### src/rtl/pmem_pkg.sv
package pmem_pkg;
  typedef enum logic [2:0] {
    ST_IDLE,
    ST_SETUP,
    ST_RACC,
    ST_WWAIT,
    ST_WLOW,
    ST_WHI,
    ST_PRE
  } pm_state_e;
endpackage

### src/rtl/pmem_cycle_timer.sv
module pmem_cycle_timer #(
  parameter int CW = 3
) (
  input  logic          clk,
  input  logic          rst_n,
  input  logic          clr,
  input  logic [CW-1:0] lim,
  output logic          done
);
  logic [CW-1:0] cnt_q;

  assign done = (cnt_q == lim - CW'(1));

  always_ff @(posedge clk or negedge rst_n) begin
    if (!rst_n)     cnt_q <= '0;
    else if (clr)   cnt_q <= '0;
    else if (!done) cnt_q <= cnt_q + CW'(1);
  end
endmodule

### src/rtl/pmem_burst_track.sv
module pmem_burst_track #(
  parameter int ADDR_W = 15,
  parameter int LEN_W  = 8,
  parameter int COL_W  = 3
) (
  input  logic              clk,
  input  logic              rst_n,
  input  logic              load,
  input  logic [ADDR_W-1:0] ld_addr,
  input  logic [LEN_W-1:0]  ld_len_m1,
  input  logic              step,
  output logic [ADDR_W-1:0] addr,
  output logic              last,
  output logic              row_end
);
  logic [ADDR_W-1:0] addr_q;
  logic [LEN_W-1:0]  rem_q;

  assign addr    = addr_q;
  assign last    = (rem_q == '0);
  assign row_end = &addr_q[COL_W-1:0];

  always_ff @(posedge clk or negedge rst_n) begin
    if (!rst_n) begin
      addr_q <= '0;
      rem_q  <= '0;
    end else if (load) begin
      addr_q <= ld_addr;
      rem_q  <= ld_len_m1;
    end else if (step) begin
      addr_q <= addr_q + ADDR_W'(1);
      rem_q  <= rem_q - LEN_W'(1);
    end
  end
endmodule

### src/rtl/pmem_burst_ctrl.sv
module pmem_burst_ctrl
  import pmem_pkg::*;
#(
  parameter int ADDR_W = 15,
  parameter int LEN_W  = 8,
  parameter int DATA_W = 8,
  parameter int COL_W  = 3,
  parameter int T_INIT = 4,
  parameter int T_PAGE = 2,
  parameter int T_WE   = 2,
  parameter int T_PRE  = 3
) (
  input  logic              clk,
  input  logic              rst_n,
  input  logic              req_valid,
  input  logic [ADDR_W-1:0] req_addr,
  input  logic [LEN_W-1:0]  req_len_m1,
  input  logic              req_write,
  output logic              busy,
  input  logic              wr_valid,
  input  logic [DATA_W-1:0] wr_data,
  output logic              wr_ready,
  output logic              rd_valid,
  output logic [DATA_W-1:0] rd_data,
  output logic [ADDR_W-1:0] mem_addr,
  output logic              mem_ce_n,
  output logic              mem_we_n,
  output logic              mem_oe_n,
  output logic [DATA_W-1:0] mem_dq_out,
  output logic              mem_dq_oe,
  input  logic [DATA_W-1:0] mem_dq_in
);
  localparam int T_MAX = (T_INIT > T_PAGE ? T_INIT : T_PAGE) > (T_WE > T_PRE ? T_WE : T_PRE)
                       ? (T_INIT > T_PAGE ? T_INIT : T_PAGE) : (T_WE > T_PRE ? T_WE : T_PRE);
  localparam int CW = $clog2(T_MAX + 1);
  localparam logic [CW-1:0] L_INIT = CW'(T_INIT);
  localparam logic [CW-1:0] L_PAGE = CW'(T_PAGE);
  localparam logic [CW-1:0] L_WE   = CW'(T_WE);
  localparam logic [CW-1:0] L_PRE  = CW'(T_PRE);

  pm_state_e st_q, st_d;
  logic dir_q, fin_q, first_q, rvld_q;
  logic [DATA_W-1:0] wdat_q, rdat_q;
  logic trk_load, trk_step, trk_last, trk_row_end;
  logic byte_done, page_step;
  logic tmr_clr, tmr_done;
  logic [CW-1:0] tmr_lim;

  pmem_burst_track #(.ADDR_W(ADDR_W), .LEN_W(LEN_W), .COL_W(COL_W)) u_track (
    .clk(clk), .rst_n(rst_n), .load(trk_load), .ld_addr(req_addr),
    .ld_len_m1(req_len_m1), .step(trk_step), .addr(mem_addr),
    .last(trk_last), .row_end(trk_row_end)
  );

  pmem_cycle_timer #(.CW(CW)) u_timer (
    .clk(clk), .rst_n(rst_n), .clr(tmr_clr), .lim(tmr_lim), .done(tmr_done)
  );

  always_comb begin
    case (st_q)
      ST_RACC: tmr_lim = first_q ? L_INIT : L_PAGE;
      ST_WLOW: tmr_lim = L_WE;
      ST_PRE:  tmr_lim = L_PRE;
      default: tmr_lim = CW'(1);
    endcase
  end

  always_comb begin
    st_d      = st_q;
    trk_load  = 1'b0;
    trk_step  = 1'b0;
    byte_done = 1'b0;
    page_step = 1'b0;
    case (st_q)
      ST_IDLE:  if (req_valid) begin trk_load = 1'b1; st_d = ST_SETUP; end
      ST_SETUP: st_d = dir_q ? ST_WWAIT : ST_RACC;
      ST_RACC:  byte_done = tmr_done;
      ST_WWAIT: if (wr_valid) st_d = ST_WLOW;
      ST_WLOW:  if (tmr_done) st_d = ST_WHI;
      ST_WHI:   byte_done = 1'b1;
      ST_PRE:   if (tmr_done) st_d = fin_q ? ST_IDLE : ST_SETUP;
      default:  st_d = ST_IDLE;
    endcase
    if (byte_done) begin
      if (trk_last) begin
        st_d = ST_PRE;
      end else begin
        trk_step = 1'b1;
        if (trk_row_end) begin
          st_d = ST_PRE;
        end else begin
          page_step = 1'b1;
          st_d = (st_q == ST_RACC) ? ST_RACC : ST_WWAIT;
        end
      end
    end
  end

  assign tmr_clr = (st_d != st_q) | page_step;

  always_ff @(posedge clk or negedge rst_n) begin
    if (!rst_n) begin
      st_q    <= ST_IDLE;
      dir_q   <= 1'b0;
      fin_q   <= 1'b0;
      first_q <= 1'b0;
      rvld_q  <= 1'b0;
      rdat_q  <= '0;
      wdat_q  <= '0;
    end else begin
      st_q   <= st_d;
      rvld_q <= (st_q == ST_RACC) && tmr_done;
      if (trk_load) begin
        dir_q <= req_write;
        fin_q <= 1'b0;
      end else if (byte_done && trk_last) begin
        fin_q <= 1'b1;
      end
      if (st_q == ST_SETUP) first_q <= 1'b1;
      else if (page_step)   first_q <= 1'b0;
      if ((st_q == ST_RACC) && tmr_done) rdat_q <= mem_dq_in;
      if ((st_q == ST_WWAIT) && wr_valid) wdat_q <= wr_data;
    end
  end

  assign busy       = (st_q != ST_IDLE);
  assign wr_ready   = (st_q == ST_WWAIT);
  assign rd_valid   = rvld_q;
  assign rd_data    = rdat_q;
  assign mem_ce_n   = (st_q == ST_IDLE) || (st_q == ST_SETUP) || (st_q == ST_PRE);
  assign mem_oe_n   = (st_q != ST_RACC);
  assign mem_we_n   = (st_q != ST_WLOW);
  assign mem_dq_oe  = (st_q == ST_WLOW) || (st_q == ST_WHI);
  assign mem_dq_out = wdat_q;
endmodule

### config.mk
export PLATFORM = sky130hd
export DESIGN_NAME = pmem_burst_ctrl
export DESIGN_NICKNAME = d
export VERILOG_FILES = /design/src/rtl/pmem_pkg.sv /design/src/rtl/pmem_cycle_timer.sv /design/src/rtl/pmem_burst_track.sv /design/src/rtl/pmem_burst_ctrl.sv
export SDC_FILE = /design/constraint.sdc
export NUM_CORES = 1
export LEC_CHECK = 0
export BUFFER_PORTS_ARGS = -buffer_cell sky130_fd_sc_hd__buf_2
export CAP_MARGIN = 20
export CORE_ASPECT_RATIO = 1.5
export CORE_MARGIN = 8
export CORE_UTILIZATION = 48
export CTS_CLUSTER_SIZE = 16
export DETAILED_ROUTE_END_ITERATION = 10
export PLACE_DENSITY = 0.84
export SYNTH_ARGS = -nofsm -noshare
export SYNTH_HDL_FRONTEND = slang
export SYNTH_SLANG_ARGS = --single-unit
### constraint.sdc
create_clock -name clk -period 3.35 [get_ports clk]
set_input_delay 0.67 -clock clk [delete_from_list [all_inputs] [get_ports clk]]
set_output_delay 0.67 -clock clk [all_outputs]
set_load 0.03 [all_outputs]
==> results_dict.tcl, run 1 <==
set metrics [dict create \
    effective_utilization_at_floorplan 0.489 \
    coreArea_sq_um 5410 \
    num_vias 2366 \
    worst_setup_path_end_kind "flip-flop" \
    highest_count_cells_in_the_layout_ignoring_fill_and_taps "81 x sky130_fd_sc_hd__buf_2, 53 x sky130_fd_sc_hd__nand2_1, 49 x sky130_fd_sc_hd__dfrtp_1" \
    critPathArrivalTime_ns 3.00 \
    outcome "complete, no violations" \
    drt_iter0_markers 63 \
    cts.path.max_buffers 2 \
    gp_congestion 0.938 \
    setup_violations 0 \
    maximum_level_of_the_cts_h_tree 2 \
    cts-buffers-inserted 5 \
    cp-start-kind "flip-flop" \
    drt-total-wl_microns 6640 \
    synth_top_area_frac 0.463 \
    post_cts_resized 0 \
    overflow 0 \
    post_synth_instance_area_sq_um 2650 \
    clk_latency_ns 0.31 \
    path_class "flip-flop to flip-flop" \
    num-fill-cells 470 \
    timing.final.crit_period_ns 2.83 \
    route.detailed.wl_per_inst_microns 15.1 \
    rows 33 \
    synthesis.yosys.warnings 0 \
    grt_pass1_wl_microns 10800 \
    synthArstFlopShare 1.00 \
    pwr_density_nw_per_um2 1080 \
    worstReg2RegEnd "u_track.addr[7]" \
    slowest_stage "sky130_fd_sc_hd__dfrtp_1" \
    areaGrowthSynthToFinish_pct 22.2 \
    final-seq-area_sq_um 1230 \
    nets 420 \
    post_synthesis_sequential_area_ratio 0.463 \
    fp.dieW_microns 76.6 \
    grt_start_max_net_pins 50 \
    worst_clock_skew_ns 0.00792 \
    number_of_synthesized_flops_with_an_enable_pin 0 \
    post-place-ws_ns 0.575 \
    grt.total_usage 0.159 \
    crit_path_cell_trace "inv_1 -> o21ai_0 -> nand2b_1 -> ha_1 -> xnor2_1 -> o32ai_4 -> buf_4 -> nand4_1 -> xor2_1 -> a21oi_1" \
    timing.critical_path.slowest_cell_delay_ns 0.62 \
    clockRootBuffer "sky130_fd_sc_hd__clkbuf_8" \
    rrSetupSlack_ns 0.52 \
    avgSynthCellArea_sq_um 9.19 \
    fmax_mhz 353 \
    synth.largest_area_cell "sky130_fd_sc_hd__dfrtp_1" \
    cp_num_buf_inv 2 \
    syn-instance-count 288 \
    hpwl_microns 5060 \
    cts.hold.buffers_added 0 \
    syn_nets 338 \
    final_common_cell "sky130_fd_sc_hd__buf_2" \
    post-cts-setup-buffers 0 \
    numClockSinks 49 \
    synth.lib_cells_used.distinct 43 \
    critical_path.top_delay_family "compound AO/OA/AOI/OAI gates" \
    die-area_sq_um 8200 \
    hp-class "input pin to asynchronous set/reset pin" \
    slew-limit-headroom 0.358 \
    static-leakage-power_nw 1.51 \
    r2r-start "st_q[2]" \
    hold_viol 0 \
    worstMarginPinSlew_ns 0.955 \
    grt_pass1_vias 2393 \
    boundary_pins 82 \
    rsz0062_at_grt "false" \
    synth.area.top_cells "sky130_fd_sc_hd__dfrtp_1 46%, sky130_fd_sc_hd__nand2_1 7.5%, sky130_fd_sc_hd__xor2_1 6.3%" \
    antenna_nets_post_route 0 \
    cp_max_fo 16 \
    cts_tree "built" \
    post-route-drc-count 0 \
    insertedDiodeCount 0 \
    cp_data_required_time_ns 3.52 \
    via_per_inst 5.37 \
    number_of_antenna_violations_at_the_first_check_in_global_routing 0 \
    drv_slew 0 \
    final_layout_size_suffix_gt1_frac 0.283 \
    dieHeight_microns 107 \
    r2r_cells 10 \
    setup_tns_ns 0 \
    post-route-worst-setup-slack_ns 0.521 \
    peakVddDrop_v 0.000597 \
    multi_input_area_sq_um 1350 \
    clkTransAtPathRegs_ns 0.10 \
    port_buffers 81 \
    max_capacitance_violation_count 0 \
    postSynth.topFlopCell "sky130_fd_sc_hd__dfrtp_1" \
    detailedRoute.firstPassIterationCount 4 \
    ys_ff_latch 49 \
    fin_crit_sh 0.844 \
]
[final cells by class]
cell class	count	area share
clock buffers	5	0.0213
clock inverters	3	0.00812
inverters	9	0.0104
flip-flops and latches	49	0.379
multi-input cells	220	0.416
well taps	70	0.0271
repair buffers	85	0.138
[registers in the layout, indices dropped and copies added (netlist names)]
| name | count |
|---|---|
| u_track.addr | 15 |
| mem_dq_out | 8 |
| rd_data | 8 |
| u_track.rem_q | 8 |
| st_q | 3 |
| u_timer.cnt_q | 3 |
| dir_q | 1 |
| fin_q | 1 |
| first_q | 1 |
| rd_valid | 1 |
[through the flow]
stage	utilization	total power [W]	instance area [sq um]	std cells	hold slack [ns]
final	0.598	0.00350	3240	441	0.274
after global routing	0.598	0.00377	3240	441	0.291
after CTS	0.594	0.00352	3220	440	0.482
after detailed placement	0.577	0.00314	3120	432	0.457
after global placement	0.577	0.00307	3120	432	0.452
after floorplan	-	0.00260	2650	288	0.374
[cells by family after synthesis]
group           Yosys count  synth area share
mux                      11            0.0454
flops                    49             0.463
fa+ha+maj                 6            0.0284
xor+xnor                 25            0.0884
simple gates            127             0.227
compound gates           51             0.119
buf+inv                  19            0.0288
[metal layers]
metal | routed length, microns | track usage
met1 | 2550 | 0.158
met2 | 3540 | 0.304
met3 | 422 | 0.0461
met4 | 127 | 0.0552
met5 | 0 | 0
[worst max path at each step]
stage,startpoint,to,slack (ns),cells past startpoint
3_3_place_gp,st_q[2],u_track.addr[8],0.75,10
4_1_cts,st_q[2],u_track.addr[8],0.55,10
6_report,st_q[2],u_track.addr[7],0.52,10
5_1_grt,st_q[2],u_track.addr[7],0.27,10
2_1_floorplan,st_q[1],first_q,0.84,11
3_5_place_dp,st_q[2],u_track.addr[8],0.58,10
[synth_stat cells (all sizes together) (3+ instances only)]
master   n
mux2     8
clkbuf   8
or3      3
dfrtp   49
nor3     5
nand2b   4
xor2    19
inv      8
nor2    27
mux2i    3
nand2   55
and3     4
ha       6
a21oi   16
nand4   12
and2     3
xnor2    5
nand3    6
o21ai   24
[power by group]
group	leakage [nW]	switching (W)	internal, W	total (W)
Sequential	0.583	0.000292	0.000873	0.00116
Clock	0.0423	0.000217	0.000152	0.000369
Combinational	0.881	0.00126	0.000714	0.00197
Power figures use the tool's default switching activity.
==> inputs of run 2 (changes only) <==
Clock period 3.35 ns to 2.7 ns, I/O delays scaled along.
==> run 2 against run 1 <==
Compared with the run above:
- first-iteration DRC count grew 94%
- critical path depth fell by 1
- clock skew decreased by 0.0023 ns
- core utilization grew 0.88 points
- non-clock buffer count rose by 8
- total power is 26% higher
- setup slack worse by 0.28 ns
- die area did not move
- cell count rose by 1.8%
- global-route usage rose by 0.77 points
- largest cell class unchanged
- largest power group unchanged
==> results_dict.tcl, run 2 (synthesis gave the netlist of run 1 again) <==
set metrics [dict create \
    pwr_density_nw_per_um2 1350 \
    grt_pass1_vias 2482 \
    die-area_sq_um 8200 \
    maximum_level_of_the_cts_h_tree 2 \
    post-route-worst-setup-slack_ns 0.239 \
    numClockSinks 49 \
    post-place-ws_ns 0.283 \
    overflow 0 \
    path_class "flip-flop to flip-flop" \
    setup_tns_ns 0 \
    highest_count_cells_in_the_layout_ignoring_fill_and_taps "81 x sky130_fd_sc_hd__buf_2, 53 x sky130_fd_sc_hd__nand2_1, 49 x sky130_fd_sc_hd__dfrtp_1" \
    port_buffers 81 \
    worstMarginPinSlew_ns 0.649 \
    gp_congestion 0.940 \
    largest_register_ffs 15 \
    detailedRoute.firstPassIterationCount 4 \
    peakVddDrop_v 0.000721 \
    cts_tree "built" \
    clockRootBuffer "sky130_fd_sc_hd__clkbuf_8" \
    worst_clock_skew_ns 0.00564 \
    r2r_cells 9 \
    static-leakage-power_nw 1.54 \
    dieHeight_microns 107 \
    final_layout_size_suffix_gt1_frac 0.298 \
    fmax_mhz 406 \
    post-layout-total-power_w 0.00442 \
    r2r-start "st_q[1]" \
    cts-buffers-inserted 5 \
    worst_setup_path_end_kind "flip-flop" \
    num_vias 2439 \
    hold_viol 0 \
    grt_start_max_net_pins 22 \
    post-cts-setup-buffers 0 \
    fp.dieW_microns 76.6 \
    fin_crit_sh 0.912 \
    worstReg2RegEnd "u_track.addr[9]" \
    grt_pass1_wl_microns 11200 \
    post-route-util 0.607 \
    post-route-drc-count 0 \
    num-fill-cells 476 \
    drt_iter0_markers 122 \
    areaGrowthSynthToFinish_pct 24.0 \
    rsz0062_at_grt "false" \
    cp_max_fo 21 \
    hp-class "input pin to asynchronous set/reset pin" \
    slew-limit-headroom 0.566 \
    placed_cell_areas_sq_um 3190 \
    grt.total_usage 0.166 \
    cts.path.max_buffers 2 \
    cp-start-kind "flip-flop" \
    clk_latency_ns 0.31 \
    hpwl_microns 5220 \
    drt-total-wl_microns 6770 \
    outcome "complete, no violations" \
    max_capacitance_violation_count 0 \
    final_cell_area_sq_um 3280 \
    drv_slew 0 \
    antenna_nets_post_route 0 \
    final_common_cell "sky130_fd_sc_hd__buf_2" \
    cts.hold.buffers_added 0 \
    number_of_antenna_violations_at_the_first_check_in_global_routing 0 \
    setup_violations 0 \
    clkTransAtPathRegs_ns 0.10 \
    rows 33 \
    boundary_pins 82 \
    insertedDiodeCount 0 \
    route.detailed.wl_per_inst_microns 15.1 \
    critPathArrivalTime_ns 2.62 \
    nets 428 \
    timing.final.crit_period_ns 2.46 \
    rrSetupSlack_ns 0.24 \
    effective_utilization_at_floorplan 0.489 \
    cp_data_required_time_ns 2.86 \
    via_per_inst 5.43 \
    coreArea_sq_um 5410 \
    post_cts_resized 0 \
]
-- run 2: how the worst max path moves through the flow --
stage / from / slack, ns / to
after CTS: st_q[1] / 0.24 / u_track.addr[9]
after floorplan: st_q[1] / 0.19 / first_q
after global placement: st_q[1] / 0.39 / u_track.addr[9]
after global routing: st_q[1] / 0.01 / u_track.addr[11]
final: st_q[1] / 0.24 / u_track.addr[9]
after detailed placement: st_q[1] / 0.28 / u_track.addr[11]
-- run 2: power by group --
part / internal (W) / total, W / switching, W
logic: 0.000935 / 0.00255 / 0.00162
clock network: 0.000189 / 0.000461 / 0.000272
registers: 0.00108 / 0.00140 / 0.000320
-- run 2: layer usage --
layer | vias to the layer above | part of all wire | GRT usage
met1 | 1164 | 0.37 | 0.162
met2 | 83 | 0.54 | 0.316
met4 | 0 | 0.025 | 0.0773
li1 | 1175 | - | -
met5 | - | 0 | 0
met3 | 17 | 0.062 | 0.0469
-- run 2: final cells by class --
cell class,count,area [sq um],area share
multi-input cells,220,1350,0.410
inverters,9,33.8,0.0103
clock buffers,5,68.8,0.0210
clock inverters,3,26.3,0.00800
repair buffers,93,495,0.151
flip-flops and latches,49,1230,0.373
well taps,70,87.6,0.0267
-- run 2: worst max-delay path, stage by stage, from the launching register on --
cell and delay, ns:
sky130_fd_sc_hd__dfrtp_1 0.45, sky130_fd_sc_hd__xnor2_1 0.23, sky130_fd_sc_hd__nor2_1 0.09, sky130_fd_sc_hd__ha_1 0.34
sky130_fd_sc_hd__xnor2_1 0.18, sky130_fd_sc_hd__o32ai_4 0.31, sky130_fd_sc_hd__buf_4 0.30, sky130_fd_sc_hd__nand4b_1 0.14
sky130_fd_sc_hd__xor2_1 0.18, sky130_fd_sc_hd__a21oi_1 0.10
-- run 2: stage by stage --
step                hold slack, ns  instances
floorplan                    0.244        288
global placement             0.453        441
detailed placement           0.462        441
CTS                          0.162        449
global route                 0.182        449
finish                       0.155        449
